## config.mk

```make
export PLATFORM = sky130hd
export DESIGN_NAME = uart_brk_rx
export DESIGN_NICKNAME = d
export VERILOG_FILES = /design/src/rtl/uart_brk_rx_pkg.sv /design/src/rtl/uart_brk_rx_sync.sv /design/src/rtl/uart_brk_rx_frame.sv /design/src/rtl/uart_brk_rx_flags.sv /design/src/rtl/uart_brk_rx.sv
export SDC_FILE = /design/constraint.sdc
export NUM_CORES = 1
export LEC_CHECK = 0
export ABC_AREA = 0
export BUFFER_PORTS_ARGS = -buffer_cell sky130_fd_sc_hd__buf_4
export CORE_MARGIN = 4
export CORE_UTILIZATION = 30
export CTS_CLUSTER_DIAMETER = 40
export CTS_CLUSTER_SIZE = 28
export DETAILED_ROUTE_END_ITERATION = 8
export PLACE_DENSITY = 0.5
export SYNTH_ARGS = -nofsm -noshare
export SYNTH_HDL_FRONTEND = slang
export SYNTH_SLANG_ARGS = --single-unit
```

## constraint.sdc

```tcl
create_clock -name clk -period 2.3 [get_ports clk]
set_input_delay 0.69 -clock clk [delete_from_list [all_inputs] [get_ports clk]]
set_output_delay 0.69 -clock clk [all_outputs]
set_load 0.02 [all_outputs]
```

## src/rtl/uart_brk_rx_pkg.sv

```systemverilog
package uart_brk_rx_pkg;

    typedef enum logic [2:0] {
        ST_WAIT_HI,
        ST_IDLE,
        ST_START,
        ST_DATA,
        ST_PAR,
        ST_STOP
    } rx_state_e;

    typedef struct packed {
        logic ferr;
        logic perr;
    } rx_status_t;

    // Returns 1 when the received parity bit does not match the selected sense.
    function automatic logic parity_bad(input logic [31:0] bits,
                                        input logic        pbit,
                                        input logic        odd);
        return ((^bits) ^ pbit) != odd;
    endfunction

endpackage

```

## src/rtl/uart_brk_rx_sync.sv

```systemverilog
module uart_brk_rx_sync #(
    parameter int STAGES = 2
) (
    input  logic clk,
    input  logic rst,
    input  logic din,
    output logic dout
);
    logic [STAGES-1:0] q;

    generate
        if (STAGES == 1) begin : g_one
            always_ff @(posedge clk) begin
                if (rst) q <= '1;
                else     q <= din;
            end
        end else begin : g_chain
            always_ff @(posedge clk) begin
                if (rst) q <= '1;
                else     q <= {q[STAGES-2:0], din};
            end
        end
    endgenerate

    assign dout = q[STAGES-1];
endmodule

```

## src/rtl/uart_brk_rx_frame.sv

```systemverilog
module uart_brk_rx_frame
    import uart_brk_rx_pkg::*;
#(
    parameter int DATA_W = 8,
    parameter int OSR    = 16
) (
    input  logic              clk,
    input  logic              rst,
    input  logic              tick,
    input  logic              line,
    input  logic              par_en,
    input  logic              par_odd,
    output logic              done,
    output logic [DATA_W-1:0] data,
    output rx_status_t        status
);
    localparam int PH_W      = $clog2(OSR);
    localparam int BIT_W     = (DATA_W > 1) ? $clog2(DATA_W) : 1;
    localparam int SAMPLE_PH = OSR / 2 - 1;

    rx_state_e         state;
    logic [PH_W-1:0]   ph;
    logic [BIT_W-1:0]  bitn;
    logic [DATA_W-1:0] shreg;
    logic              pbit;
    logic              mid;

    assign mid = (ph == PH_W'(SAMPLE_PH));

    always_ff @(posedge clk) begin
        if (rst) begin
            state <= ST_WAIT_HI;
            ph    <= '0;
            bitn  <= '0;
            shreg <= '0;
            pbit  <= 1'b0;
        end else if (tick) begin
            if (state != ST_WAIT_HI && state != ST_IDLE)
                ph <= (ph == PH_W'(OSR - 1)) ? '0 : ph + PH_W'(1);
            case (state)
                ST_WAIT_HI: if (line) state <= ST_IDLE;
                ST_IDLE: begin
                    if (!line) begin
                        state <= ST_START;
                        ph    <= PH_W'(1);
                    end
                end
                ST_START: begin
                    if (mid) begin
                        if (line) begin
                            state <= ST_IDLE;
                        end else begin
                            state <= ST_DATA;
                            bitn  <= '0;
                        end
                    end
                end
                ST_DATA: begin
                    if (mid) begin
                        shreg <= {line, shreg[DATA_W-1:1]};
                        if (bitn == BIT_W'(DATA_W - 1))
                            state <= par_en ? ST_PAR : ST_STOP;
                        else
                            bitn <= bitn + BIT_W'(1);
                    end
                end
                ST_PAR: begin
                    if (mid) begin
                        pbit  <= line;
                        state <= ST_STOP;
                    end
                end
                ST_STOP: if (mid) state <= ST_WAIT_HI;
                default: state <= ST_WAIT_HI;
            endcase
        end
    end

    assign done        = tick && (state == ST_STOP) && mid;
    assign data        = shreg;
    assign status.ferr = !line;
    assign status.perr = par_en && parity_bad(32'(shreg), pbit, par_odd);
endmodule

```

## src/rtl/uart_brk_rx_flags.sv

```systemverilog
module uart_brk_rx_flags
    import uart_brk_rx_pkg::*;
#(
    parameter int DATA_W = 8
) (
    input  logic              clk,
    input  logic              rst,
    input  logic              done,
    input  logic [DATA_W-1:0] data,
    input  rx_status_t        status,
    input  logic              err_clr,
    output logic [DATA_W-1:0] rx_data,
    output logic              rx_valid,
    output logic              frame_err,
    output logic              parity_err
);
    logic load;
    assign load = done && !status.ferr;

    always_ff @(posedge clk) begin
        if (rst) begin
            rx_data    <= '0;
            rx_valid   <= 1'b0;
            frame_err  <= 1'b0;
            parity_err <= 1'b0;
        end else begin
            rx_valid <= load;
            if (load) rx_data <= data;
            frame_err  <= (done && status.ferr) || (frame_err  && !err_clr);
            parity_err <= (done && status.perr) || (parity_err && !err_clr);
        end
    end
endmodule

```

## src/rtl/uart_brk_rx.sv

```systemverilog
module uart_brk_rx
    import uart_brk_rx_pkg::*;
#(
    parameter int DATA_W      = 8,
    parameter int OSR         = 16,
    parameter int SYNC_STAGES = 2
) (
    input  logic              clk,
    input  logic              rst,
    input  logic              tick16,
    input  logic              rxd,
    input  logic              par_en,
    input  logic              par_odd,
    input  logic              err_clr,
    output logic [DATA_W-1:0] rx_data,
    output logic              rx_valid,
    output logic              frame_err,
    output logic              parity_err,
    output logic              rxd_level
);
    logic              line;
    logic              done;
    logic [DATA_W-1:0] fr_data;
    rx_status_t        fr_status;

    uart_brk_rx_sync #(.STAGES(SYNC_STAGES)) sync_i (
        .clk (clk),
        .rst (rst),
        .din (rxd),
        .dout(line)
    );

    uart_brk_rx_frame #(.DATA_W(DATA_W), .OSR(OSR)) frame_i (
        .clk    (clk),
        .rst    (rst),
        .tick   (tick16),
        .line   (line),
        .par_en (par_en),
        .par_odd(par_odd),
        .done   (done),
        .data   (fr_data),
        .status (fr_status)
    );

    uart_brk_rx_flags #(.DATA_W(DATA_W)) flags_i (
        .clk       (clk),
        .rst       (rst),
        .done      (done),
        .data      (fr_data),
        .status    (fr_status),
        .err_clr   (err_clr),
        .rx_data   (rx_data),
        .rx_valid  (rx_valid),
        .frame_err (frame_err),
        .parity_err(parity_err)
    );

    assign rxd_level = line;
endmodule

```

==> impl_metrics.prom, run 1 <==
# TYPE chip_impl_metric gauge
chip_impl_info{name="run_status",value="finished clean"} 1
chip_impl_metric{name="synth-seq-cells",unit=""} 32
chip_impl_metric{name="post_synth_inst_count",unit=""} 162
chip_impl_metric{name="die_width",unit="um"} 77.56
chip_impl_metric{name="max_cap_viol_count",unit=""} 0
chip_impl_info{name="cts_root_buf",value="sky130_fd_sc_hd__clkbuf_8"} 1
chip_impl_metric{name="clockPowerShare",unit="%"} 46.7
chip_impl_metric{name="seqPwrFrac",unit="%"} 49.2
chip_impl_metric{name="critical_path.max_fanout",unit=""} 9
chip_impl_metric{name="timing.setup.tns",unit="ns"} 0
chip_impl_info{name="yosysTopAreaCell",value="sky130_fd_sc_hd__dfxtp_1"} 1
chip_impl_metric{name="grt_use_total",unit="%"} 11.46
chip_impl_info{name="timing.rr.start",value="frame_i.ph[0]"} 1
chip_impl_metric{name="drive_above_1_share",unit="%"} 17.88
chip_impl_metric{name="power_per_cell_area",unit="mW/mm^2"} 666.0
chip_impl_metric{name="utilization",unit="%"} 36.75
chip_impl_metric{name="design.portCount",unit=""} 19
chip_impl_metric{name="start_util",unit="%"} 30.93
chip_impl_metric{name="postCtsSetupRepairBufs",unit=""} 0
chip_impl_metric{name="clock_latency",unit="ns"} 0.29
chip_impl_metric{name="antenna_cells_inserted",unit=""} 0
chip_impl_info{name="timing.critical_path.from",value="frame_i.ph[0]"} 1
chip_impl_metric{name="clock_skew",unit="ns"} 0.005544
chip_impl_metric{name="detail-route-antenna-nets",unit=""} 0
chip_impl_metric{name="number_of_enable_flip_flop_cells_after_synthesis",unit=""} 0
chip_impl_metric{name="yosysSeqAreaShare",unit="%"} 44.14
chip_impl_info{name="tritoncts",value="yes"} 1
chip_impl_metric{name="detailroute.via_count",unit=""} 1158
chip_impl_metric{name="vdd_ir_drop_max",unit="uV"} 399.8
chip_impl_metric{name="global_route.usage.met2",unit="%"} 18.48
chip_impl_metric{name="max_slew_violation_count",unit=""} 0
chip_impl_metric{name="cell_area_after_technology_mapping",unit="mm^2"} 0.001451
chip_impl_metric{name="gr-total-overflow",unit=""} 0
chip_impl_info{name="cp_slowest_cell",value="sky130_fd_sc_hd__nand4_1"} 1
chip_impl_metric{name="switchingPower",unit="uW"} 247.0
chip_impl_metric{name="maximum_count_of_clock_buffers_along_a_single_path",unit=""} 2
chip_impl_metric{name="die-area",unit="mm^2"} 0.006015
chip_impl_info{name="synth_top_flop_cell",value="sky130_fd_sc_hd__dfxtp_1"} 1
chip_impl_metric{name="final.min_clock_period",unit="ns"} 2.062
chip_impl_metric{name="firstDrtPassIters",unit=""} 4
chip_impl_metric{name="post_drt_wl_per_cell",unit="um"} 12.69
chip_impl_metric{name="postSynthNetCount",unit=""} 172
chip_impl_metric{name="tritoncts.num_buffers",unit=""} 5
chip_impl_info{name="rsz_0062_raised_after_global_routing",value="no"} 1
chip_impl_metric{name="grt_use_met3",unit="%"} 3.480
chip_impl_metric{name="maximum_number_of_pins_on_one_net_before_global_route_repair",unit=""} 34
chip_impl_info{name="worstSetupPathType",value="reg2reg"} 1
chip_impl_metric{name="finalHoldViolCount",unit=""} 0
chip_impl_info{name="timing.critical_path.cells",value="ha_1 > and3b_1 > nand4_1 > mux2i_1 > nor2_1"} 1
chip_impl_metric{name="synth_top_area_share",unit="%"} 44.14
chip_impl_metric{name="synth_cell_types",unit=""} 37
chip_impl_metric{name="cts_num_sinks",unit=""} 32
chip_impl_metric{name="post-route-worst-setup-slack",unit="ns"} 0.2382
chip_impl_metric{name="antenna_violations_before_repair",unit=""} 0
chip_impl_metric{name="place.port_buffers",unit=""} 18
chip_impl_metric{name="timing.max_slew.rel_slack",unit="%"} 56.68
chip_impl_metric{name="detail_route.wirelength",unit="um"} 2956
chip_impl_metric{name="worstMarginPinSlew",unit="ns"} 0.6478
chip_impl_metric{name="grt_pass1_vias",unit=""} 1159
chip_impl_metric{name="grtUsageMet1",unit="%"} 13.70
chip_impl_info{name="critical_path.endpoint_type",value="flip-flop"} 1
chip_impl_metric{name="total_power",unit="mW"} 1.148
chip_impl_metric{name="portion_of_the_clock_cycle_consumed_by_the_worst_path_in_the_final_layout",unit="%"} 89.64
chip_impl_metric{name="core_region_area",unit="mm^2"} 0.004692
chip_impl_info{name="start_kind",value="flip-flop"} 1
chip_impl_info{name="grt_most_used_layer",value="met2"} 1
chip_impl_metric{name="switching_share",unit="%"} 21.51
chip_impl_metric{name="detailedRoute.firstIterationViolations",unit=""} 55
chip_impl_metric{name="cts_htree_levels",unit=""} 2
chip_impl_metric{name="peak_freq",unit="MHz"} 485.0
chip_impl_metric{name="chipHeight",unit="um"} 77.56
chip_impl_metric{name="routabilityCongestion",unit=""} 0.7686
chip_impl_metric{name="clk_pin_slew_worst_paths",unit="ns"} 0.07
chip_impl_metric{name="finalSetupViolCount",unit=""} 0
chip_impl_metric{name="static-leakage-power",unit="nW"} 0.7247
chip_impl_metric{name="comb_power_share",unit="%"} 4.0
chip_impl_info{name="hold_path.startpoint",value="sync_i.q[0]"} 1
chip_impl_metric{name="regToRegSetupSlack",unit="ns"} 0.24
chip_impl_metric{name="num_rows",unit=""} 25
chip_impl_metric{name="postSynth.asyncResetShare",unit="%"} 0
chip_impl_metric{name="internal-power",unit="uW"} 901.3
chip_impl_metric{name="worst-endpoint-required",unit="ns"} 2.47
chip_impl_metric{name="worst_path_largest_cell_delay",unit="ns"} 0.57
chip_impl_info{name="synth_top_cells_by_area",value="sky130_fd_sc_hd__dfxtp_1, sky130_fd_sc_hd__mux2i_1, sky130_fd_sc_hd__a21oi_1, sky130_fd_sc_hd__nor2_1, sky130_fd_sc_hd__xnor2_1"} 1
chip_impl_metric{name="syn_avg_cell_area",unit="um^2"} 8.959
chip_impl_metric{name="grt_pass1_wl",unit="um"} 5451
chip_impl_metric{name="pre_cts_slack",unit="ns"} 0.1958
chip_impl_metric{name="area_growth",unit="%"} 18.79
chip_impl_metric{name="detail_route.drc_violations",unit=""} 0
chip_impl_metric{name="whs",unit="ns"} 0.4126
chip_impl_metric{name="fin_nets",unit=""} 188
chip_impl_metric{name="post-dp-hpwl",unit="um"} 2044
chip_impl_metric{name="detail_route.vias_per_cell",unit=""} 4.970
chip_impl_metric{name="synth-warning-count",unit=""} 0
chip_impl_info{name="hold_class",value="reg2reg"} 1
chip_impl_metric{name="worstPathArrival",unit="ns"} 2.23
==> layout make-up <==
| class | count | area (um^2) |
|---|---|---|
| clock buffer | 6 | 72.57 |
| multi-input combinational | 113 | 735.7 |
| inverter | 6 | 22.52 |
| fill | 483 | 2968 |
| tap | 54 | 67.56 |
| sequential | 32 | 640.6 |
| timing repair buffer | 20 | 150.1 |
| clock inverter | 2 | 35.03 |
==> metal layers <==
layer	up-vias	wire, um
met3	6	112
met4	0	63
met2	15	1372
li1	591	-
met1	546	1407
met5	-	0
==> power by group through the flow <==
stage	Sequential (mW)	Clock [mW]	Combinational [mW]
3_3_place_gp	0.578	0	0.0452
2_1_floorplan	0.573	0	0.0365
5_1_grt	0.566	0.587	0.0514
3_5_place_dp	0.578	0	0.0465
6_report	0.565	0.537	0.0460
4_1_cts	0.565	0.554	0.0468
==> logic make-up after synthesis <==
kind of cell,share of synthesized area [%]
AO/OA/AOI/OAI,16.38
flip-flops,44.14
multiplexers,8.621
buffers and inverters,5.172
adder cells (fa/ha/maj),2.586
XOR/XNOR,6.379
AND/OR/NAND/NOR,16.72
==> stage by stage <==
| step | instances | cell area, um^2 |
|---|---|---|
| floorplan | 162 | 1451 |
| finish | 233 | 1724 |
| CTS | 233 | 1724 |
| global placement | 225 | 1617 |
| detailed placement | 225 | 1617 |
| global route | 233 | 1724 |
==> synth_stat cells, drive strengths merged, types with 2 or more instances <==
cell type and instances:
dfxtp 32, nor2 18, a21oi 17, nand2 12, o21ai 12, mux2i 11
clkbuf 7, xnor2 7, inv 6, nor3 6, buf 4, ha 3
or2 3, a22oi 2, and3b 2, nand3 2, nand3b 2
==> placed cells by master (no fill, tap or decap), drive strengths merged, types with 6 or more instances in the layout <==
master / count
dfxtp: 32
buf: 20
nor2: 18
a21oi: 17
nand2: 12
o21ai: 12
mux2i: 11
xnor2: 7
nor3: 6
inv: 6
clkbuf: 6
==> path summary, 6_finish.rpt <==
path                            cells after the start                 end
worst min register to register                      1         sync_i.q[1]
worst min-delay path                                1         sync_i.q[1]
worst max register to register                      5  flags_i.rx_data[3]
worst max-delay path                                5  flags_i.rx_data[3]
==> registers in the layout, summed over array words and instances, names as in the netlist <==
signal              flops
frame_i.data            8
frame_i.bitn            3
flags_i.frame_err       1
flags_i.parity_err      1
frame_i.pbit            1
frame_i.ph              4
sync_i.q                2
frame_i.state           3
flags_i.rx_data         8
flags_i.rx_valid        1
==> worst max-delay path: cells and delay by family, from the launching register on <==
family                     cells  cell delay (ns)
DFF                            1             0.38
muxes                          1             0.35
adders and majority gates      1             0.25
and+or+nand+nor                3             0.97
==> repair_timing <==
item,CTS,global route
resized for setup,0,0
hold buffers,0,0
endpoints found under the setup margin,0,1
hold endpoints to repair,0,0
Power figures use the tool's default switching activity.
==> run 2, diff against run 1 <==
==> constraint.sdc (replaced) <==
create_clock -name clk -period 2 [get_ports clk]
set_input_delay 0.6 -clock clk [delete_from_list [all_inputs] [get_ports clk]]
set_output_delay 0.6 -clock clk [all_outputs]
set_load 0.02 [all_outputs]
==> run 2 against run 1 <==
  * Core utilization increased by 0.24 points
  * Count of clock-buffer cells in the layout grew 1
  * Final cell count increased by 0.86%
  * Register-to-register slack worse by 0.15 ns
  * Critical path type unchanged
  * Critical endpoint is now frame_i.bitn[2]
  * Largest cell class unchanged
  * Highest routed layer unchanged
==> impl_metrics.prom, run 2 (same netlist as run 1, synthesis figures left out) <==
# TYPE chip_impl_metric gauge
chip_impl_info{name="critical_path.endpoint_type",value="flip-flop"} 1
chip_impl_metric{name="detailedRoute.firstIterationViolations",unit=""} 54
chip_impl_metric{name="die_width",unit="um"} 77.56
chip_impl_metric{name="sequential_cell_area",unit="um^2"} 640.6
chip_impl_metric{name="detail_route.drc_violations",unit=""} 0
chip_impl_metric{name="grt_use_total",unit="%"} 11.40
chip_impl_metric{name="power_per_cell_area",unit="mW/mm^2"} 709.1
chip_impl_metric{name="cts_num_sinks",unit=""} 32
chip_impl_metric{name="grt_pass1_vias",unit=""} 1232
chip_impl_metric{name="fin_nets",unit=""} 191
chip_impl_metric{name="finalSetupViolCount",unit=""} 0
chip_impl_info{name="rsz_0062_raised_after_global_routing",value="no"} 1
chip_impl_metric{name="chipHeight",unit="um"} 77.56
chip_impl_metric{name="clk_pin_slew_worst_paths",unit="ns"} 0.06
chip_impl_metric{name="reg2reg_depth",unit=""} 6
chip_impl_info{name="worstSetupPathType",value="reg2reg"} 1
chip_impl_metric{name="post-dp-hpwl",unit="um"} 2152
chip_impl_metric{name="timing.setup.tns",unit="ns"} 0
chip_impl_metric{name="post_cts_resize_count",unit=""} 0
chip_impl_metric{name="antenna_cells_inserted",unit=""} 0
chip_impl_info{name="timing.critical_path.cells",value="ha_1 > ha_1 > mux2_4 > or4_4 > a22oi_1 > nor2_1"} 1
chip_impl_metric{name="critical_path.max_fanout",unit=""} 3
chip_impl_info{name="timing.critical_path.from",value="frame_i.bitn[0]"} 1
chip_impl_metric{name="clock_latency",unit="ns"} 0.28
chip_impl_metric{name="die-area",unit="mm^2"} 0.006015
chip_impl_info{name="reg2reg_to",value="frame_i.bitn[2]"} 1
chip_impl_metric{name="whs",unit="ns"} 0.4111
chip_impl_metric{name="portion_of_the_clock_cycle_consumed_by_the_worst_path_in_the_final_layout",unit="%"} 95.42
chip_impl_metric{name="postCtsSetupRepairBufs",unit=""} 0
chip_impl_metric{name="detail_route.vias_per_cell",unit=""} 4.987
chip_impl_metric{name="tritoncts.num_buffers",unit=""} 5
chip_impl_info{name="start_kind",value="flip-flop"} 1
chip_impl_metric{name="multi_input_gate_area_in_the_final_layout",unit="um^2"} 735.7
chip_impl_metric{name="worstMarginPinSlew",unit="ns"} 0.5583
chip_impl_metric{name="gr-total-overflow",unit=""} 0
chip_impl_metric{name="fill_count",unit=""} 499
chip_impl_metric{name="design.portCount",unit=""} 19
chip_impl_metric{name="regToRegSetupSlack",unit="ns"} 0.09
chip_impl_info{name="tritoncts",value="yes"} 1
chip_impl_metric{name="detailroute.via_count",unit=""} 1172
chip_impl_metric{name="worst_path_largest_cell_delay",unit="ns"} 0.50
chip_impl_metric{name="finalHoldViolCount",unit=""} 0
chip_impl_metric{name="num_rows",unit=""} 25
chip_impl_metric{name="worstPathArrival",unit="ns"} 2.06
chip_impl_info{name="timing.rr.start",value="frame_i.bitn[0]"} 1
chip_impl_metric{name="final.min_clock_period",unit="ns"} 1.908
chip_impl_metric{name="routabilityCongestion",unit=""} 0.8028
chip_impl_metric{name="start_util",unit="%"} 30.93
chip_impl_info{name="layout_commonest_cell",value="sky130_fd_sc_hd__dfxtp_1"} 1
chip_impl_metric{name="max_slew_violation_count",unit=""} 0
chip_impl_info{name="run_status",value="finished clean"} 1
chip_impl_metric{name="vdd_ir_drop_max",unit="uV"} 275.9
chip_impl_metric{name="post_drt_wl_per_cell",unit="um"} 12.88
chip_impl_metric{name="post-route-worst-setup-slack",unit="ns"} 0.09153
chip_impl_info{name="critical-path-top-cell-by-count",value="sky130_fd_sc_hd__ha_1"} 1
chip_impl_metric{name="detail-route-antenna-nets",unit=""} 0
chip_impl_metric{name="peak_freq",unit="MHz"} 524.0
chip_impl_info{name="hold_class",value="reg2reg"} 1
chip_impl_metric{name="max_cap_viol_count",unit=""} 0
chip_impl_metric{name="clock_skew",unit="ns"} 0.003551
chip_impl_info{name="cp_slowest_cell",value="sky130_fd_sc_hd__or4_4"} 1
chip_impl_info{name="crit_path_end",value="frame_i.bitn[2]"} 1
chip_impl_info{name="cts_root_buf",value="sky130_fd_sc_hd__clkbuf_8"} 1
chip_impl_metric{name="core_region_area",unit="mm^2"} 0.004692
chip_impl_metric{name="place.port_buffers",unit=""} 18
chip_impl_metric{name="static-leakage-power",unit="nW"} 0.7335
chip_impl_metric{name="maximum_number_of_pins_on_one_net_before_global_route_repair",unit=""} 34
chip_impl_metric{name="cts_htree_levels",unit=""} 2
chip_impl_metric{name="worst-endpoint-required",unit="ns"} 2.16
chip_impl_metric{name="grt_pass1_wl",unit="um"} 5326
chip_impl_metric{name="pre_cts_slack",unit="ns"} 0.09073
chip_impl_metric{name="maximum_count_of_clock_buffers_along_a_single_path",unit=""} 2
chip_impl_metric{name="drive_above_1_share",unit="%"} 19.34
chip_impl_info{name="layout_common_cells",value="sky130_fd_sc_hd__dfxtp_1, sky130_fd_sc_hd__buf_4, sky130_fd_sc_hd__a21oi_1, sky130_fd_sc_hd__nor2_1, sky130_fd_sc_hd__nand2_1"} 1
chip_impl_metric{name="timing.max_slew.rel_slack",unit="%"} 62.49
chip_impl_metric{name="post_cts_hold_buffer_count",unit=""} 0
chip_impl_metric{name="antenna_violations_before_repair",unit=""} 0
chip_impl_metric{name="area_growth",unit="%"} 19.57
chip_impl_metric{name="firstDrtPassIters",unit=""} 4
chip_impl_metric{name="detail_route.wirelength",unit="um"} 3027
## run 2: changes by cell type in the layout (fill, tap and decap cells not counted), sizes merged
cell    previous run  this run
buf               20        23
clkbuf             6         7
bufinv             1         0
clkinv             1         0
## run 2: cell type report
class / count / area share [%]
Tap cell: 54 / 3.893
Inverter: 6 / 1.298
Clock buffer: 7 / 5.552
Multi-Input combinational cell: 113 / 42.39
Timing Repair Buffer: 23 / 9.950
Sequential cell: 32 / 36.91
## run 2: worst max-delay path, delay by kind of cell (launching register included)
family,cells,cell delay [ns]
muxes,1,0.27
adders and majority gates,2,0.40
AOI/OAI and AO/OA,1,0.23
DFF,1,0.32
and+or+nand+nor,2,0.56
## run 2: per-layer routing
metal | vias up | GRT usage, % | wire, um
met1 | 548 | 12.05 | 1338
li1 | 599 | - | -
met4 | 0 | 6.406 | 75
met5 | - | 0 | 0
met3 | 7 | 4.176 | 120
met2 | 18 | 19.52 | 1492
## run 2: power breakdown
| part | switching [mW] | internal (mW) | total [mW] |
|---|---|---|---|
| clock network | 0.217 | 0.306 | 0.523 |
| logic | 0.0335 | 0.0287 | 0.0621 |
| registers | 0.00332 | 0.642 | 0.645 |
| total | 0.254 | 0.977 | 1.23 |
## run 2: worst min-delay path by stage
stage	start	endpoint	slack, ns	cells past startpoint
floorplan	sync_i.q[0]	sync_i.q[1]	0.39	1
global placement	sync_i.q[0]	sync_i.q[1]	0.40	1
detailed placement	sync_i.q[0]	sync_i.q[1]	0.40	1
CTS	sync_i.q[0]	sync_i.q[1]	0.41	1
global route	sync_i.q[0]	sync_i.q[1]	0.45	1
finish	sync_i.q[0]	sync_i.q[1]	0.41	1
## run 2: through the flow
| stage | total power, mW | cell area, um^2 | utilization (%) | cells |
|---|---|---|---|---|
| floorplan | 0.7006 | 1451 | - | 162 |
| global placement | 0.7209 | 1639 | 34.93 | 228 |
| detailed placement | 0.7218 | 1639 | 34.93 | 228 |
| CTS | 1.260 | 1735 | 36.99 | 235 |
| global route | 1.295 | 1735 | 36.99 | 235 |
| finish | 1.231 | 1735 | 36.99 | 235 |
==> run 3, diff against run 2 <==
--- a/config.mk
+++ b/config.mk
@@ -6,13 +6,15 @@
 export NUM_CORES = 1
 export LEC_CHECK = 0
 export ABC_AREA = 0
+export ABC_CLOCK_PERIOD_IN_PS = 2000
 export BUFFER_PORTS_ARGS = -buffer_cell sky130_fd_sc_hd__buf_4
-export CORE_MARGIN = 4
+export CORE_MARGIN = 8
 export CORE_UTILIZATION = 30
 export CTS_CLUSTER_DIAMETER = 40
 export CTS_CLUSTER_SIZE = 28
 export DETAILED_ROUTE_END_ITERATION = 8
 export PLACE_DENSITY = 0.5
+export RECOVER_POWER = 50
 export SYNTH_ARGS = -nofsm -noshare
 export SYNTH_HDL_FRONTEND = slang
 export SYNTH_SLANG_ARGS = --single-unit
==> run 3 against run 2 <==
  * Non-clock buffer count stayed put
  * Critical path depth did not move
  * Largest power group is now clock
  * Clock power rose by 30%
==> impl_metrics.prom, run 3 (same netlist as run 1, synthesis figures left out) <==
# TYPE chip_impl_metric gauge
chip_impl_metric{name="grt_pass1_vias",unit=""} 1154
chip_impl_info{name="layout_commonest_cell",value="sky130_fd_sc_hd__dfxtp_1"} 1
chip_impl_metric{name="detailroute.via_count",unit=""} 1170
chip_impl_metric{name="dp.cells",unit=""} 228
chip_impl_info{name="worstSetupPathType",value="reg2reg"} 1
chip_impl_metric{name="cts_num_sinks",unit=""} 32
chip_impl_metric{name="detail_route.drc_violations",unit=""} 0
chip_impl_metric{name="final.min_clock_period",unit="ns"} 1.887
chip_impl_metric{name="timing.hold.worst_path_depth",unit=""} 1
chip_impl_metric{name="post_cts_hold_buffer_count",unit=""} 0
chip_impl_info{name="critical_path.endpoint_type",value="flip-flop"} 1
chip_impl_metric{name="worst-endpoint-required",unit="ns"} 2.14
chip_impl_metric{name="clk_pin_slew_worst_paths",unit="ns"} 0.07
chip_impl_metric{name="detailedRoute.firstIterationViolations",unit=""} 61
chip_impl_metric{name="antenna_cells_inserted",unit=""} 0
chip_impl_metric{name="timing.max_slew.rel_slack",unit="%"} 54.75
chip_impl_metric{name="tritoncts.num_buffers",unit=""} 5
chip_impl_metric{name="fill_count",unit=""} 503
chip_impl_metric{name="regToRegSetupSlack",unit="ns"} 0.11
chip_impl_metric{name="worst-path-buf-inv",unit=""} 0
chip_impl_info{name="timing.rr.start",value="frame_i.bitn[0]"} 1
chip_impl_metric{name="fin_area",unit="mm^2"} 0.001712
chip_impl_info{name="layout_common_cells",value="sky130_fd_sc_hd__dfxtp_1, sky130_fd_sc_hd__a21oi_1, sky130_fd_sc_hd__nor2_1, sky130_fd_sc_hd__clkbuf_1, sky130_fd_sc_hd__nand2_1"} 1
chip_impl_metric{name="power_per_cell_area",unit="mW/mm^2"} 808.2
chip_impl_metric{name="whs",unit="ns"} 0.4118
chip_impl_metric{name="firstDrtPassIters",unit=""} 6
chip_impl_metric{name="detail-route-antenna-nets",unit=""} 0
chip_impl_metric{name="finish.cell_count_without_fillers",unit=""} 236
chip_impl_metric{name="worstPathArrival",unit="ns"} 2.02
chip_impl_metric{name="finalHoldViolCount",unit=""} 0
chip_impl_metric{name="num_rows",unit=""} 25
chip_impl_metric{name="routabilityCongestion",unit=""} 0.7100
chip_impl_info{name="run_status",value="finished clean"} 1
chip_impl_metric{name="post_drt_wl_per_cell",unit="um"} 13.14
chip_impl_info{name="rsz_0062_raised_after_global_routing",value="no"} 1
chip_impl_metric{name="area_growth",unit="%"} 17.93
chip_impl_metric{name="maximum_number_of_pins_on_one_net_before_global_route_repair",unit=""} 34
chip_impl_metric{name="design.portCount",unit=""} 19
chip_impl_metric{name="die-area",unit="mm^2"} 0.007320
chip_impl_metric{name="grt_use_total",unit="%"} 8.838
chip_impl_info{name="worst_hold_path.endpoint",value="sync_i.q[1]"} 1
chip_impl_metric{name="max_cap_viol_count",unit=""} 0
chip_impl_metric{name="drive_above_1_share",unit="%"} 12.64
chip_impl_metric{name="clock_latency",unit="ns"} 0.28
chip_impl_metric{name="place_area",unit="mm^2"} 0.001639
chip_impl_metric{name="sequential_cell_area",unit="um^2"} 640.6
chip_impl_metric{name="post_cts_resize_count",unit=""} 0
chip_impl_metric{name="detail_route.vias_per_cell",unit=""} 4.958
chip_impl_metric{name="post-dp-hpwl",unit="um"} 2184
chip_impl_metric{name="worstMarginPinSlew",unit="ns"} 0.6788
chip_impl_metric{name="timing.setup.tns",unit="ns"} 0
chip_impl_info{name="tritoncts",value="yes"} 1
chip_impl_info{name="cp_slowest_cell",value="sky130_fd_sc_hd__or4_4"} 1
chip_impl_metric{name="antenna_violations_before_repair",unit=""} 0
chip_impl_metric{name="gr-total-overflow",unit=""} 0
chip_impl_info{name="cp_top_family",value="simple AND/OR/NAND/NOR gates"} 1
chip_impl_info{name="reg2reg_to",value="frame_i.bitn[2]"} 1
chip_impl_metric{name="place.port_buffers",unit=""} 18
chip_impl_metric{name="start_util",unit="%"} 30.93
chip_impl_info{name="hold_class",value="reg2reg"} 1
chip_impl_metric{name="detail_route.wirelength",unit="um"} 3100
chip_impl_info{name="hold_path.startpoint",value="sync_i.q[0]"} 1
chip_impl_metric{name="fin_nets",unit=""} 191
chip_impl_metric{name="peak_freq",unit="MHz"} 530.0
chip_impl_metric{name="max_slew_violation_count",unit=""} 0
chip_impl_metric{name="critical_path.max_fanout",unit=""} 3
chip_impl_metric{name="vdd_ir_drop_max",unit="uV"} 341.8
chip_impl_info{name="timing.critical_path.cells",value="ha_1 > ha_1 > mux2_4 > or4_4 > a22oi_1 > nor2_1"} 1
chip_impl_metric{name="finalSetupViolCount",unit=""} 0
chip_impl_metric{name="portion_of_the_clock_cycle_consumed_by_the_worst_path_in_the_final_layout",unit="%"} 94.34
chip_impl_info{name="critical-path-top-cell-by-count",value="sky130_fd_sc_hd__ha_1"} 1
chip_impl_metric{name="static-leakage-power",unit="nW"} 0.6923
chip_impl_metric{name="clock_skew",unit="ns"} 0.008915
chip_impl_metric{name="core_region_area",unit="mm^2"} 0.004692
chip_impl_metric{name="multi_input_gate_area_in_the_final_layout",unit="um^2"} 735.7
chip_impl_metric{name="worst_path_largest_cell_delay",unit="ns"} 0.50
chip_impl_metric{name="cts_htree_levels",unit=""} 2
chip_impl_metric{name="utilization",unit="%"} 36.48
chip_impl_info{name="cts_root_buf",value="sky130_fd_sc_hd__clkbuf_8"} 1
chip_impl_metric{name="chipHeight",unit="um"} 85.56
chip_impl_metric{name="die_width",unit="um"} 85.56
chip_impl_metric{name="maximum_count_of_clock_buffers_along_a_single_path",unit=""} 2
chip_impl_info{name="start_kind",value="flip-flop"} 1
chip_impl_metric{name="postCtsSetupRepairBufs",unit=""} 0
chip_impl_metric{name="grt_pass1_wl",unit="um"} 5161
chip_impl_metric{name="reg2reg_depth",unit=""} 6
[run 3: cell count changes in the layout (fill, tap and decap cells not counted), sizes merged]
cell / delta
buf: -15
bufinv: +1
clkbuf: +15
[run 3: through the flow]
stage / total power [mW] / worst slack (ns)
floorplan: 0.7006 / 0.2169
global placement: 0.7212 / 0.1817
detailed placement: 0.7218 / 0.1239
CTS: 1.407 / 0.1202
global route: 1.430 / 0.03770
finish: 1.383 / 0.1132
[run 3: report_power, final]
part           total [mW]  switching (mW)  internal, mW
combinational      0.0596          0.0338        0.0258
sequential          0.645         0.00326         0.642
clock               0.679           0.239         0.440
total                1.38           0.277          1.11
[run 3: cell type report]
cell class	count	share of cell area, %
multi-input cells	113	42.98
flip-flops and latches	32	37.43
repair buffers	23	6.944
clock buffers	7	5.629
well taps	54	3.947
clock inverters	1	1.754
inverters	6	1.316
[run 3: worst max path at each step]
stage / start / endpoint / slack, ns / cells past startpoint
final: frame_i.bitn[0] / frame_i.bitn[2] / 0.11 / 6
after floorplan: frame_i.bitn[0] / frame_i.bitn[1] / 0.22 / 6
after global routing: frame_i.bitn[0] / frame_i.bitn[1] / 0.04 / 6
after detailed placement: frame_i.bitn[0] / frame_i.bitn[1] / 0.12 / 6
after global placement: frame_i.bitn[0] / frame_i.bitn[1] / 0.18 / 6
after CTS: frame_i.bitn[0] / frame_i.bitn[1] / 0.12 / 6
[run 3: per-layer routing]
layer	track usage (%)	vias up	share of wire, %
li1	-	598	-
met1	9.239	555	48
met2	15.09	15	47
met3	3.534	2	3.9
met4	4.299	0	0.68
met5	0	-	0
